--- config.mk ---
export PLATFORM = sky130hd
export DESIGN_NAME = cal_retention_ctrl
export DESIGN_NICKNAME = d
export VERILOG_FILES = /design/src/rtl/cal_ret_pkg.sv /design/src/rtl/cal_ret_chain.sv /design/src/rtl/cal_ret_restore.sv /design/src/rtl/cal_retention_ctrl.sv
export SDC_FILE = /design/constraint.sdc
export NUM_CORES = 2
export LEC_CHECK = 0
export CAP_MARGIN = 5
export CORE_MARGIN = 2
export CORE_UTILIZATION = 35
export CTS_CLUSTER_DIAMETER = 30
export DETAILED_ROUTE_END_ITERATION = 16
export SLEW_MARGIN = 20
export SYNTH_ARGS = -nofsm -noshare
export SYNTH_HDL_FRONTEND = slang
export SYNTH_SLANG_ARGS = --single-unit
--- constraint.sdc ---
create_clock -name clk -period 6 [get_ports clk]
set_clock_uncertainty 0.2 [all_clocks]
set_input_delay 1.2 -clock clk [delete_from_list [all_inputs] [get_ports clk]]
set_output_delay 1.2 -clock clk [all_outputs]
set_load 0.05 [all_outputs]
--- src/rtl/cal_ret_pkg.sv ---
package cal_ret_pkg;
  localparam int REG_W        = 32;
  localparam int GC_EN_BIT    = 0;
  localparam int GC_MASK_LSB  = 4;
  localparam int GC_FORCE_BIT = 16;
  localparam int CC_WSEL_BIT  = 4;
  localparam int CC_ACC_BIT   = 8;
endpackage

--- src/rtl/cal_ret_chain.sv ---
module cal_ret_chain
  import cal_ret_pkg::*;
#(
  parameter int NUM_CHAINS  = 3,
  parameter int NUM_ENTRIES = 6,
  parameter int DATA_W      = 28,
  parameter int ACC_CYCLES  = 4,
  parameter int CHAIN_ID    = 0,
  localparam int EW   = (NUM_ENTRIES > 1) ? $clog2(NUM_ENTRIES) : 1,
  localparam int CW   = (NUM_CHAINS > 1) ? $clog2(NUM_CHAINS) : 1,
  localparam int CNTW = $clog2(ACC_CYCLES + 1)
) (
  input  logic                          clk,
  input  logic                          rst_n,
  input  logic                          ctrl_we,
  input  logic                          data_we,
  input  logic [EW-1:0]                 wd_addr,
  input  logic                          wd_wsel,
  input  logic                          wd_acc,
  input  logic [DATA_W-1:0]             wd_data,
  input  logic                          step_act,
  input  logic [CW-1:0]                 step_chain,
  input  logic [EW-1:0]                 step_entry,
  input  logic [NUM_ENTRIES-1:0]        mask,
  output logic [REG_W-1:0]              ctrl_rd,
  output logic [REG_W-1:0]              data_rd,
  output logic [NUM_ENTRIES*DATA_W-1:0] out_flat,
  output logic                          upd
);
  logic [EW-1:0]     addr_q;
  logic              wsel_q;
  logic              busy_q;
  logic [CNTW-1:0]   cnt_q;
  logic [DATA_W-1:0] data_q;
  logic [DATA_W-1:0] tbl_q [NUM_ENTRIES];
  logic [DATA_W-1:0] out_q [NUM_ENTRIES];
  logic              upd_q;
  logic              done;
  logic              in_range;
  logic [DATA_W-1:0] rd_word;
  logic [NUM_ENTRIES-1:0] step_sel;

  assign done     = busy_q && (cnt_q == '0);
  assign in_range = ({1'b0, addr_q} < (EW+1)'(NUM_ENTRIES));

  always_comb begin
    rd_word = '0;
    for (int e = 0; e < NUM_ENTRIES; e++)
      if (addr_q == EW'(e)) rd_word = tbl_q[e];
  end

  always_comb begin
    for (int e = 0; e < NUM_ENTRIES; e++)
      step_sel[e] = step_act && (step_chain == CW'(CHAIN_ID)) &&
                    (step_entry == EW'(e)) && mask[e];
  end

  // access sequencer
  always_ff @(posedge clk or negedge rst_n) begin
    if (!rst_n) begin
      addr_q <= '0;
      wsel_q <= 1'b0;
      busy_q <= 1'b0;
      cnt_q  <= '0;
      data_q <= '0;
    end else if (busy_q) begin
      if (cnt_q == '0) begin
        busy_q <= 1'b0;
        if (!wsel_q) data_q <= in_range ? rd_word : '0;
      end else begin
        cnt_q <= cnt_q - 1'b1;
      end
    end else begin
      if (ctrl_we) begin
        addr_q <= wd_addr;
        wsel_q <= wd_wsel;
        if (wd_acc) begin
          busy_q <= 1'b1;
          cnt_q  <= CNTW'(ACC_CYCLES - 1);
        end
      end
      if (data_we) data_q <= wd_data;
    end
  end

  // table storage and replay outputs
  always_ff @(posedge clk or negedge rst_n) begin
    if (!rst_n) begin
      for (int e = 0; e < NUM_ENTRIES; e++) begin
        tbl_q[e] <= '0;
        out_q[e] <= '0;
      end
      upd_q <= 1'b0;
    end else begin
      for (int e = 0; e < NUM_ENTRIES; e++) begin
        if (done && wsel_q && (addr_q == EW'(e))) tbl_q[e] <= data_q;
        if (step_sel[e]) out_q[e] <= tbl_q[e];
      end
      upd_q <= |step_sel;
    end
  end

  for (genvar e = 0; e < NUM_ENTRIES; e++) begin : g_out
    assign out_flat[e*DATA_W +: DATA_W] = out_q[e];
  end

  always_comb begin
    ctrl_rd = '0;
    ctrl_rd[EW-1:0]    = addr_q;
    ctrl_rd[CC_WSEL_BIT] = wsel_q;
    ctrl_rd[CC_ACC_BIT]  = busy_q;
  end
  assign data_rd = {{(REG_W-DATA_W){1'b0}}, data_q};
  assign upd     = upd_q;

  AST_ACC_HOLD: assert property (@(posedge clk) disable iff (!rst_n)
    busy_q && (cnt_q != '0) |=> busy_q);
  AST_ACC_END: assert property (@(posedge clk) disable iff (!rst_n)
    $fell(busy_q) |-> ($past(cnt_q) == '0));
  AST_BUSY_IGNORE: assert property (@(posedge clk) disable iff (!rst_n)
    busy_q && ctrl_we |=> $stable(addr_q) && $stable(wsel_q));
  AST_OUT_HOLD: assert property (@(posedge clk) disable iff (!rst_n)
    !(|step_sel) |=> $stable(out_flat));
  AST_UPD_SRC: assert property (@(posedge clk) disable iff (!rst_n)
    upd_q |-> $past(step_act));
endmodule

--- src/rtl/cal_ret_restore.sv ---
module cal_ret_restore
#(
  parameter int NUM_CHAINS  = 3,
  parameter int NUM_ENTRIES = 6,
  localparam int EW = (NUM_ENTRIES > 1) ? $clog2(NUM_ENTRIES) : 1,
  localparam int CW = (NUM_CHAINS > 1) ? $clog2(NUM_CHAINS) : 1
) (
  input  logic                   clk,
  input  logic                   rst_n,
  input  logic                   glob_we,
  input  logic                   wd_en,
  input  logic                   wd_force,
  input  logic [NUM_ENTRIES-1:0] wd_mask,
  output logic                   enable,
  output logic [NUM_ENTRIES-1:0] mask,
  output logic                   active,
  output logic [CW-1:0]          step_chain,
  output logic [EW-1:0]          step_entry
);
  logic                   en_q;
  logic                   act_q;
  logic [NUM_ENTRIES-1:0] mask_q;
  logic [CW-1:0]          ch_q;
  logic [EW-1:0]          ent_q;
  logic                   last_ent;
  logic                   last_ch;

  assign last_ent = (ent_q == EW'(NUM_ENTRIES - 1));
  assign last_ch  = (ch_q == CW'(NUM_CHAINS - 1));

  always_ff @(posedge clk or negedge rst_n) begin
    if (!rst_n) begin
      en_q   <= 1'b0;
      act_q  <= 1'b0;
      mask_q <= '0;
      ch_q   <= '0;
      ent_q  <= '0;
    end else if (act_q) begin
      if (last_ent) begin
        ent_q <= '0;
        if (last_ch) begin
          act_q <= 1'b0;
          ch_q  <= '0;
        end else begin
          ch_q <= ch_q + 1'b1;
        end
      end else begin
        ent_q <= ent_q + 1'b1;
      end
    end else if (glob_we) begin
      en_q   <= wd_en;
      mask_q <= wd_mask;
      if (wd_en && wd_force) act_q <= 1'b1;
    end
  end

  assign enable     = en_q;
  assign mask       = mask_q;
  assign active     = act_q;
  assign step_chain = ch_q;
  assign step_entry = ent_q;

  AST_FORCE_EN: assert property (@(posedge clk) disable iff (!rst_n)
    $rose(act_q) |-> en_q);
  AST_CMD_GUARD: assert property (@(posedge clk) disable iff (!rst_n)
    act_q && glob_we |=> $stable(mask_q) && $stable(en_q));
  AST_WALK_ON: assert property (@(posedge clk) disable iff (!rst_n)
    act_q && !(last_ent && last_ch) |=> act_q);
  AST_WALK_START: assert property (@(posedge clk) disable iff (!rst_n)
    $rose(act_q) |-> (ch_q == '0) && (ent_q == '0));
endmodule

--- src/rtl/cal_retention_ctrl.sv ---
module cal_retention_ctrl
  import cal_ret_pkg::*;
#(
  parameter int NUM_CHAINS  = 3,
  parameter int NUM_ENTRIES = 6,
  parameter int DATA_W      = 28,
  parameter int ACC_CYCLES  = 4,
  localparam int AW = $clog2(2*NUM_CHAINS + 1),
  localparam int EW = (NUM_ENTRIES > 1) ? $clog2(NUM_ENTRIES) : 1,
  localparam int CW = (NUM_CHAINS > 1) ? $clog2(NUM_CHAINS) : 1
) (
  input  logic                                     clk,
  input  logic                                     rst_n,
  input  logic                                     reg_we,
  input  logic [AW-1:0]                            reg_addr,
  input  logic [REG_W-1:0]                         reg_wdata,
  output logic [REG_W-1:0]                         reg_rdata,
  output logic [NUM_CHAINS*NUM_ENTRIES*DATA_W-1:0] radio_word,
  output logic [NUM_CHAINS-1:0]                    radio_upd
);
  logic                   enable;
  logic [NUM_ENTRIES-1:0] mask;
  logic                   active;
  logic [CW-1:0]          step_chain;
  logic [EW-1:0]          step_entry;
  logic [REG_W-1:0]       ctrl_rd [NUM_CHAINS];
  logic [REG_W-1:0]       data_rd [NUM_CHAINS];
  logic                   unused_wdata;

  assign unused_wdata = ^reg_wdata;

  cal_ret_restore #(
    .NUM_CHAINS (NUM_CHAINS),
    .NUM_ENTRIES(NUM_ENTRIES)
  ) u_restore (
    .clk       (clk),
    .rst_n     (rst_n),
    .glob_we   (reg_we && (reg_addr == '0)),
    .wd_en     (reg_wdata[GC_EN_BIT]),
    .wd_force  (reg_wdata[GC_FORCE_BIT]),
    .wd_mask   (reg_wdata[GC_MASK_LSB +: NUM_ENTRIES]),
    .enable    (enable),
    .mask      (mask),
    .active    (active),
    .step_chain(step_chain),
    .step_entry(step_entry)
  );

  for (genvar c = 0; c < NUM_CHAINS; c++) begin : g_chain
    cal_ret_chain #(
      .NUM_CHAINS (NUM_CHAINS),
      .NUM_ENTRIES(NUM_ENTRIES),
      .DATA_W     (DATA_W),
      .ACC_CYCLES (ACC_CYCLES),
      .CHAIN_ID   (c)
    ) u_chain (
      .clk       (clk),
      .rst_n     (rst_n),
      .ctrl_we   (reg_we && (reg_addr == AW'(1 + 2*c))),
      .data_we   (reg_we && (reg_addr == AW'(2 + 2*c))),
      .wd_addr   (reg_wdata[EW-1:0]),
      .wd_wsel   (reg_wdata[CC_WSEL_BIT]),
      .wd_acc    (reg_wdata[CC_ACC_BIT]),
      .wd_data   (reg_wdata[DATA_W-1:0]),
      .step_act  (active),
      .step_chain(step_chain),
      .step_entry(step_entry),
      .mask      (mask),
      .ctrl_rd   (ctrl_rd[c]),
      .data_rd   (data_rd[c]),
      .out_flat  (radio_word[c*NUM_ENTRIES*DATA_W +: NUM_ENTRIES*DATA_W]),
      .upd       (radio_upd[c])
    );
  end

  always_comb begin
    reg_rdata = '0;
    if (reg_addr == '0) begin
      reg_rdata[GC_EN_BIT]                   = enable;
      reg_rdata[GC_MASK_LSB +: NUM_ENTRIES]  = mask;
      reg_rdata[GC_FORCE_BIT]                = active;
    end
    for (int c = 0; c < NUM_CHAINS; c++) begin
      if (reg_addr == AW'(1 + 2*c)) reg_rdata = ctrl_rd[c];
      if (reg_addr == AW'(2 + 2*c)) reg_rdata = data_rd[c];
    end
  end

  AST_UPD_ONEHOT: assert property (@(posedge clk) disable iff (!rst_n)
    $onehot0(radio_upd));
  AST_UPD_MASKED: assert property (@(posedge clk) disable iff (!rst_n)
    (radio_upd != '0) |-> $past(active) && $past(mask[step_entry]));
endmodule

==> results by group <==
Pwr
  • Worst ir drop on vdd: 0.000269 V
  • Design Power: 31.2 mW
  • PwrDens: 478 nW/µm²
  • Leak: slightly above 30 nW

Setup path
  • CP max FO: 25
  • Reg2reg setup slack: 2.71 ns
  • Critical R2R Capture: g_chain[0].u_chain.tbl_q[113]
  • Critical path endpoint: reg_rdata[21]
  • Reg-to-Reg Start: g_chain[0].u_chain.addr_q[0]
  • Critical Path Source: reg_addr[1]
  • Crit Path Class: in -> out
  • Worst Path Required: roughly 4.6 ns
  • Startpoint types: input port
  • Setup crit end kind: output pin
  • R2r worst-path depth: 5
  • CP arrival: about 3.5 ns

Synthesis
  • Synth area leaders: dfrtp_1, mux2_2, mux2i_1
  • Main synth FF type: dfrtp_1
  • Yosys warning total: 0
  • Synthesized cell area: 48100 µm²
  • Post-Syn Instances: 3418
  • Asr flop ratio synth: between 90% and 100%
  • Distinct cells, synth: 67
  • Syn Area/Cell: 14.1 µm²
  • Synthesized flop and latch total: about 1100
  • Number of synthesized flops with an enable pin: 0
  • Top-area cell type share of the netlist area: 58.9%
  • Cell taking the most area after synthesis: dfrtp_1
  • Sequential share of the synthesized area: 58.9%
  • Synth cell count leaders: dfrtp_1, mux2_2, o21ai_0, nor2_1, nand2_1
  • Most common cell in the synthesized netlist: dfrtp_1

Clock network
  • Clock sink total: between 1000 and 1500
  • Root buffer cell: clkbuf_16
  • TritonCTS clock tree: built
  • Postcts setup bufs: 0
  • Number of CTS-inserted buffers: 287
  • Clk_lat worst skew: 0.89 ns
  • Maximum clock path buffer count: 4
  • Clock H-tree levels: 5
  • CTS-repair resized insts: 0
  • Post-CTS Hold Fix Bufs: 0
  • Clk slew on worst S/H paths: around 0.040 ns

Timing
  • Final hold violation count: 0
  • Worst-margin pin slew: 1.14 ns
  • Minimum clock period: 4.88 ns
  • Relative slew slack: 23.9%
  • F_max: 205 MHz
  • Pins Over Slew Limit: 0
  • RSZ-0062 raised after global routing: no
  • Setup TNS: 0 ns
  • # setup viols final: 0
  • Final period utilization: 81.3%

Detailed routing
  • Pre-antenna DRT Iters: 5
  • Routed WL per cell: 28.8 µm
  • Drt initial violations: around 2300
  • Via count: about 32000
  • Vias per cell: between 5 and 6
  • Antenna viol nets, final: 0
  • DRC violations left: 0
  • WL final: 175 mm

Place
  • I/O Buffers: between 500 and 600
  • Hpwl dp: roughly 120 mm
  • Placed inst area: 55500 µm²
  • Placed cells: 5603
  • Routability cong.: around 0.80

GRT
  • Largest net degree at the start of global routing: 148
  • Global-route wire length before repair: roughly 250 mm
  • Met1 GRT Util: about 32%
  • Layer with the highest usage: met2
  • Met2 usage: 39.8%
  • Global route overflow: 0
  • Initial antenna violation count: 15
  • M3 GR Usage: 6.34%
  • Vias in the first global route: 33831
  • GRT Total Usage: about 25%

Outcome
  • Status: completed

Floorplanning
  • Chip width: between 300 and 400 µm
  • Initial Util: 35.4%
  • Row cnt: 135
  • Die ar.: 140000 µm²
  • Core Box Area: 136000 µm²
  • Io pins: 577
  • Die height: 375 µm

Final layout
  • Nets: 4158
  • Final core utilization: 48.0%
  • Final instance area: 65200 µm²
  • Final Non-Filler Cells: approximately 6100
  • Fillers: 11978
  • Layout cells sized above 1: around 38%
  • Area delta synth->final: 35.7%

Min path
  • Worst Hold Class: in -> async

Run
  • Max-Cap Viols: 0
flip-flops by register name, summed over array words and instances, names as in the netlist:
| name | flops |
|---|---|
| g_chain.u_chain.out_flat | 504 |
| g_chain.u_chain.tbl_q | 504 |
| g_chain.u_chain.data_q | 84 |
| g_chain.u_chain.addr_q | 9 |
| g_chain.u_chain.cnt_q | 9 |
| u_restore.mask | 6 |
| g_chain.u_chain.busy_q | 3 |
| g_chain.u_chain.upd | 3 |
| g_chain.u_chain.wsel_q | 3 |
| u_restore.step_entry | 3 |
| u_restore.step_chain | 2 |
| u_restore.active | 1 |
| u_restore.enable | 1 |
metal layers:
metal | vias up | wire, µm
li1 | 13888 | -
met4 | 6 | 4740
met2 | 1071 | 83300
met3 | 277 | 11300
met5 | - | 44
met1 | 17257 | 75800
worst max-delay path, stage by stage:
cell and delay, ns:
buf_2 0.52, buf_4 0.43, a22oi_1 0.12, nor2_1 0.29
clkdlybuf4s50_1 0.87
worst min path at each step:
stage               slack [ns]  depth (start not counted)                          endpoint
global placement          0.29                          2     g_chain[1].u_chain.tbl_q[165]
global route              0.18                          1     g_chain[1].u_chain.data_q[15]
CTS                       0.12                          1     g_chain[1].u_chain.data_q[15]
finish                    0.18                          1  g_chain[1].u_chain.out_flat[109]
floorplan                 0.26                          2     g_chain[2].u_chain.tbl_q[110]
detailed placement        0.29                          1   g_chain[0].u_chain.out_flat[26]
cell type report:
cell class	instances	area [µm²]	area share, %
antenna	3	7.51	0.0115
clock buffer	386	8210	12.6
clock inverter	97	1390	2.13
inverter	51	191	0.294
multi-input combinational	2008	18600	28.5
sequential	1132	28300	43.5
tap	1781	2230	3.42
timing repair buffer	633	6280	9.63
power by group:
| group | total [mW] | leakage (nW) | internal, mW | switching [mW] |
|---|---|---|---|---|
| Sequential | 10.7 | 15.5 | 8.77 | 1.97 |
| Combinational | 5.14 | 10.5 | 2.13 | 3.01 |
| Clock | 15.3 | 4.68 | 10.8 | 4.49 |
cell usage in the layout (no fill, tap or decap), types with 7 or more instances in the layout:
cell,n
ha_1,7
clkbuf_16,293
a211oi_1,26
mux4_2,36
nand2b_1,15
mux2i_1,96
clkinv_2,31
a21oi_1,37
bufinv_16,32
buf_12,8
clkinv_4,7
clkbuf_1,40
nor2_1,131
clkbuf_8,53
o211ai_1,78
dfrtp_1,1124
inv_1,50
o221ai_1,27
nand3b_1,55
nand2_1,110
mux2_2,1026
nand2_2,9
nor2b_1,10
inv_6,7
buf_4,58
nor3_1,14
clkinvlp_4,20
clkdlybuf4s50_1,561
o22a_1,51
a22oi_1,22
o21ai_0,155
and2_1,9
nand3_1,7
cells by family after synthesis:
kind of cell / share of synthesized area (%)
flip-flops: 58.9
XOR/XNOR: 0.0182
AND/OR/NAND/NOR: 4.42
adder cells (fa/ha/maj): 0.182
buffers and inverters: 2.73
AO/OA/AOI/OAI: 5.85
multiplexers: 27.9
other: 0.00780
per-stage QoR:
stage	setup WS, ns	hold slack (ns)
finish	1.12	0.175
global route	1.08	0.180
CTS	1.18	0.125
detailed placement	1.19	0.292
global placement	1.20	0.288
floorplan	1.70	0.260
Note: power is estimated with default switching activity, not from simulation.
